===== config.mk =====
export PLATFORM = sky130hd
export DESIGN_NAME = sdf_boxcar_filter
export DESIGN_NICKNAME = d
export VERILOG_FILES = /design/src/rtl/sdf_pkg.sv /design/src/rtl/sdf_input_map.sv /design/src/rtl/sdf_boxcar_stage.sv /design/src/rtl/sdf_settle_ctr.sv /design/src/rtl/sdf_boxcar_filter.sv
export SDC_FILE = /design/constraint.sdc
export NUM_CORES = 2
export LEC_CHECK = 0
export ABC_AREA = 0
export ABC_CLOCK_PERIOD_IN_PS = 5600
export BUFFER_PORTS_ARGS = -buffer_cell sky130_fd_sc_hd__buf_2
export CAP_MARGIN = 20
export CORE_MARGIN = 1
export CORE_UTILIZATION = 40
export CTS_BUF_LIST = sky130_fd_sc_hd__clkbuf_4
export DETAILED_ROUTE_END_ITERATION = 7
export GPL_ROUTABILITY_DRIVEN = 0
export GPL_TIMING_DRIVEN = 1
export SLEW_MARGIN = 40
export SYNTH_ARGS = -nofsm -noshare
export SYNTH_HDL_FRONTEND = slang
export SYNTH_SLANG_ARGS = --single-unit

===== constraint.sdc =====
create_clock -name clk -period 5.6 [get_ports clk]
set_input_delay 0.56 -clock clk [delete_from_list [all_inputs] [get_ports clk]]
set_output_delay 0.56 -clock clk [all_outputs]
set_load 0.01 [all_outputs]

===== src/rtl/sdf_pkg.sv =====
package sdf_pkg;
   // width of one mapped sample entering the first stage
   function automatic int sample_w(input int code_w);
      return (code_w == 1) ? 2 : code_w;
   endfunction

   // bits added by one boxcar of the given length
   function automatic int grow_w(input int len);
      return $clog2(len);
   endfunction
endpackage


===== src/rtl/sdf_input_map.sv =====
module sdf_input_map #(
   parameter int CODE_W = 1,
   parameter int SW     = 2
) (
   input  logic [CODE_W-1:0] code_i,
   output logic [SW-1:0]     samp_o
);
   generate
      if (CODE_W == 1) begin : g_bit
         // single bit: one -> +1, zero -> -1
         assign samp_o = code_i[0] ? SW'(1) : {SW{1'b1}};
      end else begin : g_code
         assign samp_o = code_i;
      end
   endgenerate
endmodule


===== src/rtl/sdf_boxcar_stage.sv =====
module sdf_boxcar_stage #(
   parameter int IN_W  = 2,
   parameter int LEN   = 50,
   parameter int OUT_W = 8
) (
   input  logic             clk,
   input  logic             rst_n,
   input  logic             en_i,
   input  logic [IN_W-1:0]  din_i,
   output logic [OUT_W-1:0] sum_o
);
   localparam int PW = (LEN > 1) ? $clog2(LEN) : 1;
   localparam longint BND = longint'(LEN) << (IN_W - 1);

   logic [IN_W-1:0]  line_q [LEN];
   logic [PW-1:0]    ptr_q;
   logic [OUT_W-1:0] sum_q;
   logic [IN_W-1:0]  oldest;
   logic signed [OUT_W-1:0] din_x, old_x;

   assign oldest = line_q[ptr_q];
   assign din_x  = OUT_W'($signed(din_i));
   assign old_x  = OUT_W'($signed(oldest));

   always_ff @(posedge clk or negedge rst_n) begin
      if (!rst_n) begin
         for (int j = 0; j < LEN; j++) line_q[j] <= '0;
         ptr_q <= '0;
         sum_q <= '0;
      end else if (en_i) begin
         line_q[ptr_q] <= din_i;
         ptr_q <= (ptr_q == PW'(LEN - 1)) ? '0 : ptr_q + PW'(1);
         sum_q <= sum_q + din_x - old_x;
      end
   end

   assign sum_o = sum_q;

   // a stall leaves the stage sum untouched
   p_hold_idle_r5: assert property (@(posedge clk) disable iff (!rst_n)
      !en_i |=> $stable(sum_q));
   // the sum never exceeds LEN times the largest input magnitude
   p_no_overflow_r8: assert property (@(posedge clk) disable iff (!rst_n)
      (longint'($signed(sum_q)) <= BND) && (longint'($signed(sum_q)) >= -BND));
endmodule


===== src/rtl/sdf_settle_ctr.sv =====
module sdf_settle_ctr #(
   parameter int TARGET = 200
) (
   input  logic clk,
   input  logic rst_n,
   input  logic en_i,
   output logic settled_o
);
   localparam int CW = $clog2(TARGET + 1);
   logic [CW-1:0] cnt_q;

   always_ff @(posedge clk or negedge rst_n) begin
      if (!rst_n)                             cnt_q <= '0;
      else if (en_i && cnt_q != CW'(TARGET))  cnt_q <= cnt_q + CW'(1);
   end

   assign settled_o = (cnt_q == CW'(TARGET));

   // once settled, stays settled
   p_settle_sticky_r6: assert property (@(posedge clk) disable iff (!rst_n)
      settled_o |=> settled_o);
   // settling happens only on an accepted sample
   p_settle_on_sample_r6: assert property (@(posedge clk) disable iff (!rst_n)
      $rose(settled_o) |-> $past(en_i));
endmodule


===== src/rtl/sdf_boxcar_filter.sv =====
module sdf_boxcar_filter #(
   parameter int CODE_W     = 1,
   parameter int STAGE_LEN  = 50,
   parameter int NUM_STAGES = 4,
   localparam int SW = sdf_pkg::sample_w(CODE_W),
   localparam int LG = sdf_pkg::grow_w(STAGE_LEN),
   localparam int FW = SW + NUM_STAGES * LG
) (
   input  logic                               clk,
   input  logic                               rst_n,
   input  logic                               in_valid_i,
   input  logic [CODE_W-1:0]                  in_code_i,
   output logic                               out_valid_o,
   output logic [FW-1:0]                      out_o,
   output logic [NUM_STAGES-1:0][FW-1:0]      tap_o,
   output logic                               settled_o
);
   localparam longint STEP = longint'(1) << SW;

   generate
      if (STAGE_LEN < 2) begin : g_bad_len
         $error("STAGE_LEN must be at least 2");
      end
      if (NUM_STAGES < 1) begin : g_bad_stages
         $error("NUM_STAGES must be at least 1");
      end
      if (CODE_W < 1 || CODE_W > 16) begin : g_bad_code
         $error("CODE_W must lie in 1..16");
      end
   endgenerate

   logic [SW-1:0] samp;

   sdf_input_map #(.CODE_W(CODE_W), .SW(SW)) u_map (
      .code_i (in_code_i),
      .samp_o (samp)
   );

   generate
      for (genvar i = 0; i < NUM_STAGES; i++) begin : g_stage
         localparam int IW = SW + i * LG;
         localparam int OW = IW + LG;
         logic [IW-1:0] din;
         logic [OW-1:0] sum;
         if (i == 0) begin : g_first
            assign din = samp;
         end else begin : g_chain
            assign din = tap_o[i-1][IW-1:0];
         end
         sdf_boxcar_stage #(.IN_W(IW), .LEN(STAGE_LEN), .OUT_W(OW)) u_stage (
            .clk   (clk),
            .rst_n (rst_n),
            .en_i  (in_valid_i),
            .din_i (din),
            .sum_o (sum)
         );
         assign tap_o[i] = FW'($signed(sum));
      end
   endgenerate

   assign out_o = tap_o[NUM_STAGES-1];

   sdf_settle_ctr #(.TARGET(NUM_STAGES * STAGE_LEN)) u_settle (
      .clk       (clk),
      .rst_n     (rst_n),
      .en_i      (in_valid_i),
      .settled_o (settled_o)
   );

   always_ff @(posedge clk or negedge rst_n) begin
      if (!rst_n) out_valid_o <= 1'b0;
      else        out_valid_o <= in_valid_i;
   end

   // output and flag frozen across a stall
   p_out_hold_r5: assert property (@(posedge clk) disable iff (!rst_n)
      !in_valid_i |=> $stable(out_o) && $stable(settled_o));
   // one sample moves the first sum by at most two sample magnitudes
   p_tap1_step_r2: assert property (@(posedge clk) disable iff (!rst_n)
      in_valid_i |=>
         ((longint'($signed(tap_o[0])) - longint'($signed($past(tap_o[0])))) <= STEP) &&
         ((longint'($signed(tap_o[0])) - longint'($signed($past(tap_o[0])))) >= -STEP));
endmodule


==> flow_metrics.tcl <==
set metrics [dict create \
    yosys_warnings 0 \
    sequentialPowerShare_pct 31.1 \
    drv_slew 0 \
    critPathSlowestCell "or4_1" \
    cts_tree "done" \
    syn_avg_cell_area_um2 11.25 \
    drtAntennaViolNets 0 \
    vias_per_cell 5.814 \
    final_common_cell "dfrtp_1" \
    utilization_pct 46.19 \
    fin_crit_ps 5632 \
    intPower_mw 45.98 \
    htree_num_levels 6 \
    clk_pin_slew_ps 70 \
    core_mm2 0.2660 \
    synth_edf_count 0 \
    final_cell_mix "dfrtp_1, mux2_2, nand2_1" \
    rows 189 \
    timing_worst_slew_pin_value_ps 933.4 \
    drt_iter0_drc 7731 \
    clock_tree.buffer_depth 4 \
    rr_endpoint "g_stage[3].u_stage.sum_o[25]" \
    overflow 0 \
    wl_per_cell_um 26.27 \
    violations "setup timing" \
    synth_compound_area_share_pct 12.45 \
    port_buffers 135 \
    clkLatencyLatePin_ps 1580 \
    nets 10210 \
    rsz0062_at_grt "yes" \
    fp.dieH_um 520.3 \
    cts-buffers-inserted 625 \
    area_growth_pct 14.34 \
    status "finished with violations" \
    critPathKind "flip-flop to flip-flop" \
    end_kind "flip-flop" \
    clockPowerShare_pct 19.3 \
    reg2regPathDepth 21 \
    worstPathArrival_ps 7030 \
    powerDensity_mw_per_mm2 658.6 \
    r2r_start "g_stage[3].u_stage.ptr_q[1]" \
    synth_flop_cell "dfrtp_1" \
    fmax_mhz 177.6 \
    hold_ws_ps 168.3 \
    grt_pass1_wl_um 549800 \
    netlist_instances 9553 \
    cts_root_buffer "clkbuf_4" \
    crit_start "g_stage[3].u_stage.ptr_q[1]" \
    finalWorstSetupSlack_ps -32.08 \
    critPathMaxStageDelay_ps 520 \
    ys_async_sr_fraction_pct 100.0 \
    dpl_worst_slack_ps -41.66 \
    crit_end "g_stage[3].u_stage.sum_o[25]" \
    synth_top_family_by_area "multiplexers" \
    required_ps 7000 \
    power_mw 80.94 \
    crit_fanout 23 \
    path_cells "buf_16, buf_12, buf_4, mux2i_1, nor2_1, a21oi_1, o22ai_1, a21oi_2, o22ai_1, nor2_1, o21ai_0, buf_4, fa_1, inv_1, ha_1, nand4_1, or4_1, a2111o_1, a21oi_1, and3b_1, xor2_1" \
    r2r_setup_slack_ps -30 \
    io_pins 136 \
    fin_setup_tns_ps -32.08 \
    die-area_mm2 0.2707 \
    place_hpwl_um 233700 \
    cts_sinks 2301 \
    p_comb_share_pct 49.6 \
    setup_viol 1 \
    yosys.area_share.adder_pct 2.140 \
    drv_cap 0 \
    hp-class "primary input to flip-flop" \
    antenna_found_initial 24 \
    start_util_pct 40.40 \
    p_leak_nw 57.27 \
    hold_viol 0 \
    synth_nets 9703 \
    finClkSkew_ps 158.3 \
    grt_start_max_net_pins 164 \
    seq_area_frac_synth_pct 53.58 \
    netlist_area_mm2 0.1075 \
    irDropWorstVdd_mv 0.5636 \
    synth_cell_types 82 \
    vias 81740 \
    drt_wl_total_um 369300 \
    grt_usage_pct 27.01 \
    period_share_pct 100.6 \
    post_synth_mux_area_share_pct 19.60 \
    drive_gt1_share_pct 32.32 \
    drt_first_pass_iters 6 \
    grt_pass1_vias 82830 \
    route.detailed.drc 0 \
    synthXorXnorAreaFrac_pct 0.6648 \
    synth_seq_cells 2301 \
    maxSlewHeadroom_pct 37.39 \
    power.switching_mw 34.96 \
    start_kind "flip-flop" \
    fp.dieW_um 520.3 \
    netSwitchingFraction_pct 43.19 \
    synth-simple-area-share_pct 7.474 \
]
==> synthesized netlist by cell type, types with 15 or more instances <==
library cell | instances | area share, %
a211oi_1 | 29 | 0.20
a21o_1 | 19 | 0.13
a21oi_1 | 331 | 1.5
a221oi_1 | 232 | 1.9
a22o_1 | 57 | 0.46
a22oi_1 | 160 | 1.1
a31oi_1 | 24 | 0.14
and2_1 | 15 | 0.087
and3_1 | 16 | 0.093
buf_1 | 63 | 0.22
buf_2 | 189 | 0.88
buf_4 | 64 | 0.45
clkbuf_1 | 523 | 1.8
dfrtp_1 | 2301 | 54
fa_1 | 63 | 1.2
ha_1 | 83 | 0.97
inv_1 | 196 | 0.68
mux2_2 | 1372 | 14
mux2i_1 | 299 | 2.8
mux4_2 | 114 | 2.4
nand2_1 | 1289 | 4.5
nand2b_1 | 39 | 0.23
nand3_1 | 40 | 0.19
nor2_1 | 415 | 1.4
nor2b_1 | 23 | 0.13
nor3_1 | 29 | 0.14
o21a_1 | 16 | 0.11
o21ai_0 | 1136 | 5.3
o221ai_1 | 22 | 0.18
o22ai_1 | 126 | 0.73
or2_2 | 30 | 0.17
xnor2_1 | 49 | 0.40
xor2_1 | 30 | 0.24
==> cells by family after synthesis <==
family / after synthesis
flops: 2301
mux: 1787
compound gates: 2230
xor+xnor: 80
fa+ha+maj: 146
simple gates: 1967
buf+inv: 1042
==> critical path: cells and delay by family, from the launching register on <==
family                     cells  cell delay, ps
AOI/OAI and AO/OA              7            1430
and+or+nand+nor                5            1310
buffers and inverters          5             990
adders and majority gates      2             810
DFF                            1             490
muxes                          1             230
xor gates and xnor gates       1             140
==> metal layers <==
metal	vias to the layer above	wire, um	GRT usage [%]
met5	-	47	0
met4	6	19290	13.79
met3	953	32220	5.980
met2	3863	165900	41.20
met1	41740	151800	36.13
li1	35180	-	-
==> what timing repair did <==
| action | in CTS | in global routing |
|---|---|---|
| buffers inserted | 0 | 10 |
| hold buffers | 5 | 0 |
| hold endpoints to repair | 2134 | 0 |
| setup endpoints to repair | 1 | 20 |
| cloned | 0 | 1 |
| gates resized for setup | 1 | 42 |
| pin swaps | 0 | 3 |
==> final cells by class <==
type | instances | area [um^2]
multi-input combinational | 6210 | 45930
tap | 3533 | 4420
antenna | 11 | 27.53
fill | 24560 | 143200
clock inverter | 129 | 996.0
inverter | 201 | 759.5
timing repair buffer | 725 | 5995
sequential | 2301 | 57630
clock buffer | 949 | 7124
==> worst min path at each step <==
| stage | endpoint | startpoint | cells past startpoint |
|---|---|---|---|
| after detailed placement | g_stage[0].u_stage.line_q[0] | g_stage[0].u_stage.line_q[0] | 1 |
| after floorplan | g_stage[0].u_stage.line_q[0] | rst_n | 0 |
| after CTS | g_stage[1].u_stage.ptr_q[1] | in_valid_i | 4 |
| final | g_stage[1].u_stage.ptr_q[1] | in_valid_i | 4 |
| after global routing | g_stage[1].u_stage.ptr_q[1] | in_valid_i | 4 |
| after global placement | g_stage[0].u_stage.line_q[8] | g_stage[0].u_stage.line_q[8] | 1 |
==> power groups by stage <==
stage	logic [mW]	registers, mW	clock network (mW)
after floorplan	24.5	24.2	0
after global placement	38.3	25.1	0
after detailed placement	39.0	25.4	0
after CTS	39.2	25.1	16.0
after global routing	43.1	25.7	16.8
final	40.1	25.1	15.6
==> sequential cells by signal, summed over array words and instances, names as in the netlist <==
signal                  flops
u_settle.cnt_q              8
g_stage.u_stage.line_q   2200
g_stage.u_stage.sum_o      68
g_stage.u_stage.ptr_q      24
out_valid_o                 1
==> metrics by stage <==
stage	cells	instance area (um^2)
6_report	14060	122900
5_1_grt	14050	122900
4_1_cts	14030	122400
3_5_place_dp	12950	114300
3_3_place_gp	12950	114000
2_1_floorplan	9553	107500
(Power assumes the default switching activity.)
